$ cat src/rtl/dps_pkg.sv
package dps_pkg;

    localparam int NDOM    = 2;
    localparam int DOM_PHY = 0;
    localparam int DOM_PLL = 1;
    localparam int LIM_LSB = 8;

    typedef logic [1:0] pwr_code_t;

    localparam pwr_code_t PWR_OFF = 2'd0;

    // command field position; the status field sits directly below it
    function automatic int cmd_lsb(input int dom);
        return (dom == DOM_PHY) ? 6 : 2;
    endfunction

    function automatic int sts_lsb(input int dom);
        return cmd_lsb(dom) - 2;
    endfunction

endpackage

$ cat src/rtl/dps_domain.sv
module dps_domain
    import dps_pkg::*;
#(
    parameter int SETTLE_W = 8
) (
    input  logic                clk,
    input  logic                rst_n,
    input  logic                wr_en,
    input  pwr_code_t           wr_cmd,
    input  logic [SETTLE_W-1:0] settle_lim,
    input  logic                ready_in,
    output pwr_code_t           cmd_out,
    output pwr_code_t           sts_out,
    output logic                chg_out
);

    typedef struct packed {
        pwr_code_t           cmd;
        pwr_code_t           sts;
        logic                busy;
        logic [SETTLE_W-1:0] cnt;
        logic                chg;
    } dom_state_t;

    dom_state_t st_d, st_q;

    logic cmd_new;
    logic settled;

    always_comb begin
        st_d     = st_q;
        st_d.chg = 1'b0;
        cmd_new  = wr_en && (wr_cmd != st_q.cmd);
        // >= so that lowering the limit mid-wait cannot wrap the counter
        settled  = ready_in || (st_q.cnt >= settle_lim);

        if (cmd_new) begin
            st_d.cmd  = wr_cmd;
            st_d.busy = (wr_cmd != st_q.sts);
            st_d.cnt  = '0;
        end else if (st_q.busy) begin
            if (settled) begin
                st_d.sts  = st_q.cmd;
                st_d.busy = 1'b0;
                st_d.cnt  = '0;
                st_d.chg  = 1'b1;
            end else begin
                st_d.cnt = st_q.cnt + 1'b1;
            end
        end
    end

    always_ff @(posedge clk or negedge rst_n) begin
        if (!rst_n) begin
            st_q <= '{cmd: PWR_OFF, sts: PWR_OFF, busy: 1'b0, cnt: '0, chg: 1'b0};
        end else begin
            st_q <= st_d;
        end
    end

    assign cmd_out = st_q.cmd;
    assign sts_out = st_q.sts;
    assign chg_out = st_q.chg;

endmodule

$ cat src/rtl/dps_ctrl_reg.sv
module dps_ctrl_reg
    import dps_pkg::*;
#(
    parameter int SETTLE_W = 8
) (
    input  logic                       clk,
    input  logic                       rst_n,
    input  logic                       wr_en,
    input  logic [SETTLE_W-1:0]        lim_wr,
    input  logic [NDOM-1:0][1:0]       cmd_in,
    input  logic [NDOM-1:0][1:0]       sts_in,
    output logic [SETTLE_W-1:0]        lim_out,
    output logic [31:0]                rd_word
);

    typedef struct packed {
        logic [SETTLE_W-1:0] lim;
    } reg_state_t;

    reg_state_t rs_d, rs_q;

    always_comb begin
        rs_d = rs_q;
        if (wr_en) begin
            rs_d.lim = lim_wr;
        end
    end

    always_ff @(posedge clk or negedge rst_n) begin
        if (!rst_n) begin
            rs_q <= '{lim: '1};
        end else begin
            rs_q <= rs_d;
        end
    end

    always_comb begin
        rd_word = '0;
        rd_word[LIM_LSB +: SETTLE_W] = rs_q.lim;
        for (int d = 0; d < NDOM; d++) begin
            rd_word[cmd_lsb(d) +: 2] = cmd_in[d];
            rd_word[sts_lsb(d) +: 2] = sts_in[d];
        end
    end

    assign lim_out = rs_q.lim;

endmodule

$ cat src/rtl/dual_pwr_seq.sv
module dual_pwr_seq
    import dps_pkg::*;
#(
    parameter int SETTLE_W = 8
) (
    input  logic        clk,
    input  logic        rst_n,
    input  logic        wr_en,
    input  logic [31:0] wr_data,
    output logic [31:0] rd_data,
    input  logic        phy_ready,
    input  logic        pll_ready,
    output logic [1:0]  phy_pwr,
    output logic [1:0]  pll_pwr,
    output logic        phy_chg,
    output logic        pll_chg
);

    logic [NDOM-1:0][1:0] cmd_w;
    logic [NDOM-1:0][1:0] sts_w;
    logic [NDOM-1:0]      chg_w;
    logic [NDOM-1:0]      rdy_w;
    logic [SETTLE_W-1:0]  lim_w;

    assign rdy_w[DOM_PHY] = phy_ready;
    assign rdy_w[DOM_PLL] = pll_ready;

    dps_ctrl_reg #(.SETTLE_W(SETTLE_W)) u_reg (
        .clk     (clk),
        .rst_n   (rst_n),
        .wr_en   (wr_en),
        .lim_wr  (wr_data[LIM_LSB +: SETTLE_W]),
        .cmd_in  (cmd_w),
        .sts_in  (sts_w),
        .lim_out (lim_w),
        .rd_word (rd_data)
    );

    for (genvar d = 0; d < NDOM; d++) begin : g_dom
        dps_domain #(.SETTLE_W(SETTLE_W)) u_dom (
            .clk        (clk),
            .rst_n      (rst_n),
            .wr_en      (wr_en),
            .wr_cmd     (wr_data[cmd_lsb(d) +: 2]),
            .settle_lim (lim_w),
            .ready_in   (rdy_w[d]),
            .cmd_out    (cmd_w[d]),
            .sts_out    (sts_w[d]),
            .chg_out    (chg_w[d])
        );
    end

    assign phy_pwr = cmd_w[DOM_PHY];
    assign pll_pwr = cmd_w[DOM_PLL];
    assign phy_chg = chg_w[DOM_PHY];
    assign pll_chg = chg_w[DOM_PLL];

endmodule

$ cat config.mk
export PLATFORM = sky130hd
export DESIGN_NAME = dual_pwr_seq
export DESIGN_NICKNAME = d
export VERILOG_FILES = /design/src/rtl/dps_pkg.sv /design/src/rtl/dps_domain.sv /design/src/rtl/dps_ctrl_reg.sv /design/src/rtl/dual_pwr_seq.sv
export SDC_FILE = /design/constraint.sdc
export NUM_CORES = 1
export LEC_CHECK = 0
export BUFFER_PORTS_ARGS = -buffer_cell sky130_fd_sc_hd__buf_2
export CAP_MARGIN = 20
export CORE_MARGIN = 8
export CORE_UTILIZATION = 54
export DETAILED_ROUTE_END_ITERATION = 10
export PLACE_DENSITY = 0.85
export SKIP_CTS_REPAIR_TIMING = 1
export SLEW_MARGIN = 20
export SYNTH_ARGS = -nofsm -noshare
export SYNTH_HDL_FRONTEND = slang
export SYNTH_SLANG_ARGS = --single-unit
$ cat constraint.sdc
create_clock -name clk -period 5.6 [get_ports clk]
set_input_delay 0.56 -clock clk [delete_from_list [all_inputs] [get_ports clk]]
set_output_delay 0.56 -clock clk [all_outputs]
set_load 0.05 [all_outputs]
==> out/metrics.yaml <==
power:
  clkPwrFrac: 0.258
  switchingPower_uw: 351
  power.density_nw_per_um2: 362
  intPower_uw: 523
  netSwitchingFraction: 0.402
  ir_drop_mv: 0.399
  comb_power_share: 0.357
  p_seq_frac: 0.385
  p_leak_uw: 0.00118
global_routing:
  grt_first_pass_wirelength_um: 7130
  overflow: 0
  grt_pass1_vias: 1648
  grt_max_degree: 37
  grtUsageTotal: 0.140
  antenna_found_initial: 0
critical_path:
  crit_path_cell_trace: "inv_1 > ha_1 > a21o_1 > a2111oi_2 > o31a_2 > nor2b_2 > mux2_1"
  cp.required_ns: 5.78
  path_buf_inv: 1
  slowest_stage: "dfstp_2"
  critPathTopFamily: "compound AO/OA/AOI/OAI gates"
  crit_type: "register to register"
  slowest_delay_ns: 0.53
  crit_path_end_kind: "register"
  cp_max_fo: 13
  arrival_ns: 2.56
  cp-start-kind: "register"
cells_and_area:
  drive_above_1_share: 0.268
  insertedDiodeCount: 0
  design_area_um2: 2410
  final_common_cell: "buf_2"
  nets: 300
  fillers: 343
  final_cell_mix: "buf_2 (38), dfrtp_1 (28), a31oi_1 (20), ha_1 (18), conb_1 (16)"
  syn_to_final_growth_pct: 7.47
timing:
  skew_ns: 0.00703
  fin_crit_sh: 0.426
  final_max_slew_viol_count: 0
  worst_slew_pin_slew_ns: 0.786
  max_clock_freq_mhz: 419
  finalSetupTns_ns: 0
  setup_viol: 0
  hold_violations: 0
  fin_crit_ns: 2.38
  max_slew_margin: 0.476
  rsz0062_at_grt: "no"
route:
  drt.antenna.violating_nets: 0
  wl_um: 4420
  route.detailed.drc: 0
  firstDrtPassIters: 4
  dr_total_vias: 1617
  wire_per_inst_um: 14.9
  vias_per_cell: 5.46
  drtIter0Drc: 84
logic_synthesis:
  async_reset_ff_frac: 1.00
  netlist_top_cells_area: "dfrtp_1 (31%), ha_1 (10%), buf_4 (9.4%)"
  synthSimpleGateAreaFrac: 0.134
  ys_seq_elements: 36
  syn_area_um2: 2240
  synth_xor_area_frac: 0.0312
  synth.area.mux_share: 0.0452
  synthFlopType: "dfrtp_1"
  synthAdderAreaFrac: 0.100
  yosysUniqueCellTypes: 34
  synth_top_family_by_area: "compound AO/OA/AOI/OAI gates"
  synth_edf_count: 0
  synth_cells: 219
  yosysTopAreaCell: "dfrtp_1"
  synth_top_area_share: 0.312
  yosysSeqAreaShare: 0.406
  yosys_warnings: 0
  syn_avg_cell_area_um2: 10.2
  synth_compound_area_frac: 0.148
place:
  dp_hpwl_um: 3240
  place_congestion: 0.781
  portBuffers: 38
  placed_cell_area_um2: 2300
floorplan:
  die_area_um2: 6470
  rows: 23
  die_h_um: 80.5
  initial_utilization: 0.561
  die_w_um: 80.5
  core_area_um2: 4000
  io-pin-count: 75
clock_network:
  clk_latency_ns: 0.29
  cts_buffers: 5
  cts_sinks: 36
  htreeDepth: 2
  cts-root-buf: "clkbuf_8"
  cts_tree: "yes"
  clockBufferDepth: 2
  cts.clk_slew.worst_paths_ns: 0.07
hold_path:
  worstHoldPathType: "primary input to async pin"
job:
  cap_violations: 0
status:
  status: "complete, no violations"
## stage by stage
stage / cells / hold WS, ns / setup WS (ns) / power [µW] / util
floorplan: 234 / 0.264 / 3.26 / 623 / -
global placement: 288 / 0.510 / 3.24 / 644 / 0.576
detailed placement: 288 / 0.515 / 3.20 / 654 / 0.576
CTS: 296 / 0.376 / 3.20 / 880 / 0.603
global route: 296 / 0.418 / 3.09 / 917 / 0.603
finish: 296 / 0.347 / 3.22 / 874 / 0.603
## cell type report
| type | instances | area [µm²] | share of cell area |
|---|---|---|---|
| Inverter | 13 | 48.8 | 0.0202 |
| Timing Repair Buffer | 38 | 190 | 0.0789 |
| Multi-Input combinational cell | 151 | 1090 | 0.453 |
| Clock buffer | 6 | 72.6 | 0.0301 |
| Tap cell | 50 | 62.6 | 0.0259 |
| Clock inverter | 2 | 35.0 | 0.0145 |
| Sequential cell | 36 | 911 | 0.378 |
## Yosys cell counts, types with 2 or more instances
cell type / number
o22ai_1: 4
nand2_2: 2
and4_1: 2
nand4_1: 6
a2111oi_0: 2
nand3_1: 4
nand2b_1: 4
o31a_2: 2
a31oi_1: 20
inv_1: 13
xor2_1: 8
a21o_1: 2
clkbuf_1: 3
mux2_1: 4
buf_4: 28
nand2_1: 9
nor2b_1: 2
mux2_2: 5
nor2_1: 4
a32o_1: 2
nand3b_1: 8
a2111oi_2: 2
o21ai_1: 6
and2_1: 2
buf_6: 2
dfrtp_1: 28
nor2b_2: 2
o21a_1: 2
dfstp_2: 8
and3_1: 6
ha_1: 18
o21ai_0: 7
## power by group through the flow
stage          sequential [µW]  combinational [µW]  clock, µW
2_1_floorplan              362                 262          0
3_3_place_gp               339                 305          0
3_5_place_dp               341                 313          0
4_1_cts                    336                 314        230
5_1_grt                    342                 337        238
6_report                   336                 312        226
## per-layer routing
layer	up-vias	global-route usage	part of all wire
met5	-	0	0
met4	0	0.0818	0.019
met1	752	0.174	0.47
met3	7	0.0480	0.083
li1	801	-	-
met2	57	0.206	0.43
## registers in the layout, indices dropped and copies added, names as in the netlist
name	flops
g_dom.u_dom.chg_out	2
u_reg.lim_out	8
g_dom.u_dom.cmd_out	4
g_dom.u_dom.sts_out	4
g_dom.u_dom.st_q	18
## logic make-up after synthesis
family | Yosys count
AOI/OAI and AO/OA | 49
xor gates and xnor gates | 8
buffers and inverters | 47
and+or+nand+nor | 51
muxes | 9
other | 1
adders and majority gates | 18
DFF | 36
## worst paths after layout
path	startpoint	end	slack, ns	cells after the start
max in group asynchronous	rst_n	g_dom[0].u_dom.st_q[4]	4.76	1
min in group clk	wr_data[15]	u_reg.lim_out[7]	0.48	3
worst min register to register	g_dom[0].u_dom.st_q[1]	g_dom[0].u_dom.st_q[1]	0.53	1
worst max-delay path	u_reg.lim_out[6]	g_dom[1].u_dom.sts_out[0]	3.22	7
worst max register to register	u_reg.lim_out[6]	g_dom[1].u_dom.sts_out[0]	3.22	7
worst min-delay path	rst_n	g_dom[1].u_dom.st_q[4]	0.35	1
Power figures use the tool's default switching activity.
